--- src/rtl/dsr_out_pkg.sv ---
package dsr_out_pkg;

  // Edge count after one more cycle, saturating at the register limit.
  function automatic int edge_add(int cnt, bit rise, int limit);
    int n;
    n = cnt + (rise ? 1 : 0);
    return (n > limit) ? limit : n;
  endfunction

  // Verdict at the end of a window: enough edges seen, including this one.
  function automatic bit window_pass(int cnt, bit rise, int min_n);
    return (cnt + (rise ? 1 : 0)) >= min_n;
  endfunction

  // Hold-low decision for one enabled output.
  function automatic bit need_low(bit locked, bit active, bit balanced, bit idle);
    return !locked || !active || (!balanced && idle);
  endfunction

endpackage

--- src/rtl/dsr_sync.sv ---
module dsr_sync #(
  parameter int STAGES = 2
) (
  input  logic clk,
  input  logic rst_n,
  input  logic d,
  output logic q
);
  logic [STAGES-1:0] chain;

  always_ff @(posedge clk or negedge rst_n) begin
    if (!rst_n) chain <= '0;
    else        chain <= {chain[STAGES-2:0], d};
  end

  assign q = chain[STAGES-1];
endmodule

--- src/rtl/dsr_act_mon.sv ---
module dsr_act_mon #(
  parameter int WINDOW = 64,
  parameter int EDGE_W = 7
) (
  input  logic              clk,
  input  logic              rst_n,
  input  logic              rise,
  input  logic [EDGE_W-1:0] min_edges,
  output logic              active,
  output logic              win_end
);
  localparam int WIN_W = (WINDOW > 2) ? $clog2(WINDOW) : 1;
  localparam int EDGE_MAX = (1 << EDGE_W) - 1;

  logic [WIN_W-1:0]  win_cnt;
  logic [EDGE_W-1:0] edge_cnt;

  assign win_end = (win_cnt == WIN_W'(WINDOW - 1));

  always_ff @(posedge clk or negedge rst_n) begin
    if (!rst_n) begin
      win_cnt  <= '0;
      edge_cnt <= '0;
      active   <= 1'b0;
    end else if (win_end) begin
      win_cnt  <= '0;
      edge_cnt <= '0;
      active   <= dsr_out_pkg::window_pass(int'(edge_cnt), rise, int'(min_edges));
    end else begin
      win_cnt  <= win_cnt + 1'b1;
      edge_cnt <= EDGE_W'(dsr_out_pkg::edge_add(int'(edge_cnt), rise, EDGE_MAX));
    end
  end
endmodule

--- src/rtl/dsr_lock_timer.sv ---
module dsr_lock_timer #(
  parameter int LOCK_CYCLES = 32800
) (
  input  logic clk,
  input  logic rst_n,
  input  logic run,
  input  logic rise,
  output logic locked,
  output logic lock_hit
);
  localparam int CW = $clog2(LOCK_CYCLES + 1);

  logic [CW-1:0] cnt;

  assign lock_hit = run && !locked && rise && (cnt == CW'(LOCK_CYCLES - 1));

  always_ff @(posedge clk or negedge rst_n) begin
    if (!rst_n) begin
      cnt    <= '0;
      locked <= 1'b0;
    end else if (!run) begin
      cnt    <= '0;
      locked <= 1'b0;
    end else if (!locked && rise) begin
      cnt <= cnt + 1'b1;
      if (lock_hit) locked <= 1'b1;
    end
  end
endmodule

--- src/rtl/dsr_out_ctrl.sv ---
module dsr_out_ctrl #(
  parameter int LANES       = 3,
  parameter int LOCK_CYCLES = 32800,
  parameter int WINDOW      = 64,
  localparam int EDGE_W     = $clog2(WINDOW + 1)
) (
  input  logic              ref_clk,
  input  logic              rst_n,
  input  logic              pwr_on,
  input  logic              in_clk,
  input  logic              balanced,
  input  logic              clk_idle,
  input  logic [LANES-1:0]  lane_idle,
  input  logic [EDGE_W-1:0] min_edges,
  output logic [LANES-1:0]  data_oe,
  output logic [LANES-1:0]  data_force_low,
  output logic              clkout_oe,
  output logic              clkout_force_low,
  output logic              locked
);
  // Named internal events, visible to the bound checker.
  logic pwr_ok;
  logic in_s;
  logic in_prev;
  logic in_rise;
  logic clk_active;
  logic win_end;
  logic lock_hit;
  logic drive_en;

  dsr_sync #(.STAGES(2)) u_pwr_sync (
    .clk(ref_clk), .rst_n(rst_n), .d(pwr_on), .q(pwr_ok)
  );

  dsr_sync #(.STAGES(2)) u_clk_sync (
    .clk(ref_clk), .rst_n(rst_n), .d(in_clk), .q(in_s)
  );

  always_ff @(posedge ref_clk or negedge rst_n) begin
    if (!rst_n) in_prev <= 1'b0;
    else        in_prev <= in_s;
  end

  assign in_rise = in_s & ~in_prev;

  dsr_act_mon #(.WINDOW(WINDOW), .EDGE_W(EDGE_W)) u_act (
    .clk(ref_clk), .rst_n(rst_n), .rise(in_rise), .min_edges(min_edges),
    .active(clk_active), .win_end(win_end)
  );

  dsr_lock_timer #(.LOCK_CYCLES(LOCK_CYCLES)) u_lock (
    .clk(ref_clk), .rst_n(rst_n), .run(pwr_ok & clk_active), .rise(in_rise),
    .locked(locked), .lock_hit(lock_hit)
  );

  // Falling enable acts at once; rising enable waits for the synchronizer.
  assign drive_en  = pwr_on & pwr_ok;
  assign clkout_oe = drive_en;
  assign clkout_force_low = drive_en &
    dsr_out_pkg::need_low(locked, clk_active, balanced, clk_idle);

  for (genvar l = 0; l < LANES; l++) begin : g_lane
    assign data_oe[l]        = drive_en;
    assign data_force_low[l] = drive_en &
      dsr_out_pkg::need_low(locked, clk_active, balanced, clk_idle | lane_idle[l]);
  end
endmodule

--- config.mk ---
export PLATFORM = sky130hd
export DESIGN_NAME = dsr_out_ctrl
export DESIGN_NICKNAME = d
export VERILOG_FILES = /design/src/rtl/dsr_out_pkg.sv /design/src/rtl/dsr_sync.sv /design/src/rtl/dsr_act_mon.sv /design/src/rtl/dsr_lock_timer.sv /design/src/rtl/dsr_out_ctrl.sv
export SDC_FILE = /design/constraint.sdc
export NUM_CORES = 1
export LEC_CHECK = 0
export BUFFER_PORTS_ARGS = -buffer_cell sky130_fd_sc_hd__buf_4
export CELL_PAD_IN_SITES_DETAIL_PLACEMENT = 1
export CELL_PAD_IN_SITES_GLOBAL_PLACEMENT = 2
export CORE_MARGIN = 3
export CORE_UTILIZATION = 36
export DETAILED_ROUTE_END_ITERATION = 8
export PLACE_DENSITY_LB_ADDON = 0.2
export REMOVE_ABC_BUFFERS = 1
export SLEW_MARGIN = 20
export SYNTH_ARGS = -nofsm -noshare
export SYNTH_HDL_FRONTEND = slang
export SYNTH_SLANG_ARGS = --single-unit
--- constraint.sdc ---
create_clock -name ref_clk -period 3 [get_ports ref_clk]
set_input_delay 0.3 -clock ref_clk [delete_from_list [all_inputs] [get_ports ref_clk]]
set_output_delay 0.3 -clock ref_clk [all_outputs]
set_load 0.02 [all_outputs]
==> impl_metrics.ini, run 1 <==
[synthesis]
synth_top_family_by_area = simple AND/OR/NAND/NOR gates
ys.warnings.count = 0
synth-simple-area-share = 0.210
synth_largest_area_cell = dfrtp_1
synth-edff-count = 0
synth_common_cells = dfrtp_1, nor2_1, inv_1
synthArstFlopShare = 1.00
synthAdderAreaFrac = 0.0730
yosys-top-cells-area = dfrtp_1, ha_1, xor2_1, a21oi_1, xnor2_1
syn-cell-area_um2 = 1880
seq_area_frac_synth = 0.478
post-synth-top-area-fraction = 0.478
avgSynthCellArea_um2 = 9.92
synth_xor_area_frac = 0.0790
synth_seq_cells = 36
synth_cells = 190
yosysUniqueCellTypes = 37
synthMuxAreaShare = 0
synth_compound_area_frac = 0.112
synthFlopType = dfrtp_1
yosysMostFrequentCell = dfrtp_1

[drt]
drtIter0Drc = 62
drc_errors = 0
finalWirelength_um = 4250
via_per_inst = 5.20
ant_nets = 0
vias = 1481
drtPass1Iterations = 4
wl_per_cell_um = 14.9

[die]
start_util = 0.386
fp-row-count = 25
io_pins = 25
dieArea_um2 = 6140
die_h_um = 78.3
core_um2 = 4880
die_x_um = 78.3

[timing]
fin_setup_tns_ps = 0
rsz0062_at_grt = no
finalMaxSlewViolations = 0
hold_viol_final = 0
skew_ps = 9.83
tightest_slew_ps = 843
clock.fmax_mhz = 433
period_minus_slack_ps = 2310
relSlewSlack = 0.436
finalCritPeriodShare = 0.770
setup_violations = 0

[clocking]
cts_resized = 0
tritoncts = built
clkTransAtPathRegs_ps = 80
cts.sinks = 36
cts_buffers = 5
cts.hold.buffers_added = 1
htreeDepth = 2
cts.path.max_buffers = 2
insertion_delay_ps = 290
cts_root_buffer = clkbuf_8
cts_setup_buffers = 0

[worst_setup_path]
crit_top_cell = ha_1
crit_buf_inv = 1
critical_path_class = register to register
setup.worst_path.end_class = register
path_cells = and2b_2, ha_1, ha_1, nand3_1, xor2_1, inv_1, ha_1, and3_1, o211ai_1, a41oi_1
cp_max_fo = 3
worst_setup_path_start_kind = register
worstPathArrival_ps = 2430
crit_slowest_cell = dfrtp_1
cpPeakStageDelay_ps = 380
r2r_cells = 10
cp.required_ps = 3120
cpLargestDelayFamily = adder cells
worst-path-stages = 10

[global_routing]
antenna_found_initial = 0
grtUsageTotal = 0.154
grt-ovfl-total = 0
grt_max_degree = 37
grt_pass1_wl_um = 7510
grt_pass1_vias = 1575

[cells_and_area]
postLayoutCoreUtil = 0.459
diodes = 0
final_cell_count_no_fill = 285
finalNetCount = 244
synthToLayoutAreaGrowth_pct = 18.9
post_route_cells_drive_above_1_share = 0.174

[outcome]
status = completed

[place]
gp_congestion = 0.790
port_buffers = 24
dp_hpwl_um = 3080
dp_cells = 276

[power]
leakage_nw = 1.07
ir_drop_mv = 0.297
powerDensity_nw_per_um2 = 542

[hold_path]
hold_depth = 1
hp-class = primary input to register

[job]
max_cap_viol_count = 0
path summary, 6_finish.rpt:
path / start / to / slack, ps
max: in_prev / u_act.active / 690
min: in_clk / u_clk_sync.chain[0] / 110
max reg2reg: in_prev / u_act.active / 690
min reg2reg: u_clk_sync.chain[0] / u_clk_sync.chain[1] / 350
max in group asynchronous: rst_n / u_lock.cnt[6] / 2170
min in group asynchronous: rst_n / u_lock.cnt[13] / 490
power breakdown:
part           internal (W)  leakage [nW]  switching [W]
sequential         0.000526         0.461      0.0000328
clock              0.000246        0.0541       0.000184
combinational      0.000103         0.552       0.000122
metrics by stage:
step / area (um^2) / power [W] / hold slack, ps / setup slack (ps)
2_1_floorplan: 1850 / 0.000712 / 4.41 / 888
3_3_place_gp: 2120 / 0.000784 / 282 / 788
3_5_place_dp: 2120 / 0.000796 / 287 / 699
4_1_cts: 2240 / 0.00123 / 101 / 659
5_1_grt: 2240 / 0.00130 / 95.8 / 522
6_report: 2240 / 0.00121 / 114 / 689
registers in the layout (all words and copies together), names as in the netlist:
name	cells
u_act.active	1
u_lock.cnt	16
u_clk_sync.chain	2
u_act.edge_cnt	7
u_act.win_cnt	6
u_lock.locked	1
u_pwr_sync.chain	2
in_prev	1
layout make-up:
| class | count | area, um^2 |
|---|---|---|
| Clock buffer | 5 | 68.8 |
| Clock inverter | 3 | 42.5 |
| Fill cell | 587 | 2640 |
| Inverter | 16 | 60.1 |
| Multi-Input combinational cell | 133 | 893 |
| Sequential cell | 36 | 901 |
| Tap cell | 67 | 83.8 |
| Timing Repair Buffer | 25 | 190 |
cells by family (layout without fill, tap and decap cells):
| kind of cell | count (synthesis) | count (layout) |
|---|---|---|
| fa+ha+maj | 11 | 11 |
| compound gates | 34 | 34 |
| flops | 36 | 36 |
| simple gates | 71 | 71 |
| buf+inv | 21 | 49 |
| xor+xnor | 17 | 17 |
layer usage:
layer	vias to the layer above	wire length [um]	track usage
li1	715	-	-
met1	733	1930	0.188
met2	27	2050	0.256
met3	6	195	0.0470
met4	0	71	0.0577
met5	-	0	0
cell usage in the layout, fill, tap and decap left out, types with 5 or more instances in the layout:
| cell | count |
|---|---|
| nand3_1 | 9 |
| inv_1 | 16 |
| clkbuf_8 | 5 |
| nor2_1 | 18 |
| xnor2_1 | 8 |
| a21oi_1 | 15 |
| xor2_1 | 9 |
| ha_1 | 11 |
| nand4_1 | 5 |
| buf_4 | 24 |
| nand2_1 | 11 |
| dfrtp_1 | 36 |
No activity file was read; power rests on OpenSTA's default activity.
==> run 2: changes to the inputs <==
--- a/config.mk
+++ b/config.mk
@@ -5,11 +5,12 @@
 export SDC_FILE = /design/constraint.sdc
 export NUM_CORES = 1
 export LEC_CHECK = 0
+export ABC_AREA = 1
 export BUFFER_PORTS_ARGS = -buffer_cell sky130_fd_sc_hd__buf_4
 export CELL_PAD_IN_SITES_DETAIL_PLACEMENT = 1
 export CELL_PAD_IN_SITES_GLOBAL_PLACEMENT = 2
 export CORE_MARGIN = 3
-export CORE_UTILIZATION = 36
+export CORE_UTILIZATION = 30
 export DETAILED_ROUTE_END_ITERATION = 8
 export PLACE_DENSITY_LB_ADDON = 0.2
 export REMOVE_ABC_BUFFERS = 1
==> constraint.sdc (replaced) <==
create_clock -name ref_clk -period 2 [get_ports ref_clk]
set_input_delay 0.2 -clock ref_clk [delete_from_list [all_inputs] [get_ports ref_clk]]
set_output_delay 0.2 -clock ref_clk [all_outputs]
set_load 0.02 [all_outputs]
==> run 2 against run 1 <==
  * The flow now finishes with violations (negative setup slack)
  * Non-clock buffer count increased by 14
  * Total power up 71%
  * Clock-buffer cell count increased by 1
  * Combinational power rose by 140%
  * Critical path depth grew 5
  * First-iteration DRC count decreased by 50%
  * Flip-flop and latch count is the same
  * Clock power is 54% higher
  * Synthesized cell count increased by 38%
  * Cell count up 34%
  * Sequential power increased by 56%
==> impl_metrics.ini, run 2 <==
[outcome]
status = finished, violations left
violations = negative setup slack

[place]
port_buffers = 24
gp_congestion = 0.752
dp_hpwl_um = 3690
place_area_um2 = 2340

[synthesis]
synth_cells = 262
synth-edff-count = 0
yosysUniqueCellTypes = 28
yosys-top-cells-area = dfrtp_1, nand2_1, inv_1, ha_1, nor2_1
synthFlopType = dfrtp_1
post-synth-top-area-fraction = 0.440
seq_area_frac_synth = 0.440
synth_seq_cells = 36
synth_common_cells = nand2_1, inv_1, dfrtp_1, nor2_1
synth_largest_area_cell = dfrtp_1
ys.warnings.count = 0
synthArstFlopShare = 1.00
avgSynthCellArea_um2 = 7.81
yosysMostFrequentCell = nand2_1
syn-cell-area_um2 = 2050

[power]
internal-power_w = 0.00143
ir_drop_mv = 0.242
p_clk_frac = 0.319
p_switching_w = 0.000650
powerDensity_nw_per_um2 = 800
leakage_nw = 1.29
combPwrFrac = 0.262
switching_share = 0.313
seqPwrFrac = 0.419

[clocking]
tritoncts = built
insertion_delay_ps = 300
htreeDepth = 2
clkTransAtPathRegs_ps = 80
cts.sinks = 36
cts_buffers = 5
cts.path.max_buffers = 2
cts_root_buffer = clkbuf_8

[drt]
finalWirelength_um = 5110
vias = 1792
met1_length_um = 2550
ant_nets = 0
met2WireLength_um = 2290
via_per_inst = 4.70
wl_per_cell_um = 13.4
drc_errors = 0
drtPass1Iterations = 4
routed.top_layer = met4
drtIter0Drc = 31
dr_wl_met3_um = 199

[global_routing]
grt-ovfl-total = 0
grt_pass1_wl_um = 8490
antenna_found_initial = 0
grt_pass1_vias = 1769
grtUsageTotal = 0.143
grt_max_degree = 37

[timing]
skew_ps = 3.94
rsz0062_at_grt = yes
tightest_slew_ps = 503
holdWs_ps = 14.7
finalCritPeriodShare = 1.04
setup_violations = 1
clock.fmax_mhz = 480
fin_setup_tns_ps = -84.9
layout_setup_ws_ps = -84.9
period_minus_slack_ps = 2080
hold_viol_final = 0
finalMaxSlewViolations = 0
relSlewSlack = 0.665

[cells_and_area]
regMostFlops = u_lock.cnt
post_route_cells_drive_above_1_share = 0.227
layout_common_cells = nand2_1, inv_1, buf_4
largestRegisters = u_lock.cnt (16), u_act.edge_cnt (7), u_act.win_cnt (6)
finalNetCount = 330
diodes = 0
final_common_cell = nand2_1
final_area_um2 = 2600
synthToLayoutAreaGrowth_pct = 27.1
largest_reg_flops = 16
postLayoutCoreUtil = 0.401

[job]
max_cap_viol_count = 0

[die]
die_h_um = 88.6
io_pins = 25
fp-row-count = 29
core_um2 = 6490
die_x_um = 88.6
start_util = 0.315
dieArea_um2 = 7850

[worst_setup_path]
setup.worst_path.end_class = register
worstPathArrival_ps = 2270
cp_max_fo = 2
cp.required_ps = 2190
critical_path_class = register to register
r2r_cells = 15
worst_setup_path_start_kind = register

[hold_path]
hp-class = primary input to register
hold_depth = 1
## run 2: cell count changes after synthesis, moves of 4 or more
cell,previous run,this run
nand2_1,11,54
inv_1,16,47
nor2_1,18,36
xnor2_1,8,1
nor3_1,1,7
nand3_1,9,14
a21o_1,4,0
o21ai_0,4,8
## run 2: power groups by stage
stage               registers, W  clock network, W  logic, W
floorplan               0.000849                 0  0.000292
global placement        0.000863                 0  0.000430
detailed placement      0.000863                 0  0.000442
CTS                     0.000869          0.000678  0.000488
global route            0.000882          0.000715  0.000635
finish                  0.000872          0.000663  0.000545
## run 2: what timing repair did
action	4_1_cts	5_1_grt
buffers inserted	3	4
hold endpoints to repair	36	0
resized for setup	11	7
hold buffers	1	0
pin swaps	9	12
setup endpoints to repair	1	1
## run 2: logic make-up (layout without fill, tap and decap cells)
family / count (synthesis) / in the layout / share of synthesized area
simple gates: 129 / 129 / 0.287
compound gates: 26 / 26 / 0.0691
fa+ha+maj: 11 / 11 / 0.0672
buf+inv: 53 / 95 / 0.107
flops: 36 / 36 / 0.440
xor+xnor: 7 / 7 / 0.0300
## run 2: metal layers
layer | vias up | global-route usage
met5 | - | 0
met4 | 0 | 0.0495
met1 | 859 | 0.195
li1 | 899 | -
met3 | 7 | 0.0391
met2 | 27 | 0.220
## run 2: worst paths after layout
check	startpoint	end	slack, ps
max	u_clk_sync.chain[1]	u_act.active	-80
min	pwr_on	u_pwr_sync.chain[0]	10
max reg2reg	u_clk_sync.chain[1]	u_act.active	-80
min reg2reg	u_clk_sync.chain[0]	u_clk_sync.chain[1]	350
max in group asynchronous	rst_n	u_lock.cnt[15]	1240
min in group asynchronous	rst_n	u_act.win_cnt[5]	410
## run 2: area by class of cell
cell class | count | area [um^2]
Tap cell | 77 | 96.3
Multi-Input combinational cell | 173 | 1020
Timing Repair Buffer | 39 | 299
Clock buffer | 6 | 72.6
Clock inverter | 2 | 35.0
Sequential cell | 36 | 901
Fill cell | 799 | 3890
Inverter | 48 | 180
## run 2: critical path, stage by stage (launching register included)
cell and delay [ps]:
dfrtp_1 390, inv_1 60, nor2_1 40, ha_2 190
ha_4 170, buf_4 130, a31o_2 240, o21ai_2 70
inv_1 60, ha_2 170, nand2_2 60, nand2_1 50
a21oi_1 110, nand2_1 60, nor2_1 110, a21oi_1 70
## run 2: per-stage QoR
| step | setup WS (ps) | power, W | cells |
|---|---|---|---|
| 2_1_floorplan | -96.7 | 0.00114 | 257 |
| 3_3_place_gp | -107 | 0.00129 | 365 |
| 3_5_place_dp | -155 | 0.00131 | 365 |
| 4_1_cts | -103 | 0.00203 | 377 |
| 5_1_grt | -228 | 0.00223 | 381 |
| 6_report | -84.9 | 0.00208 | 381 |
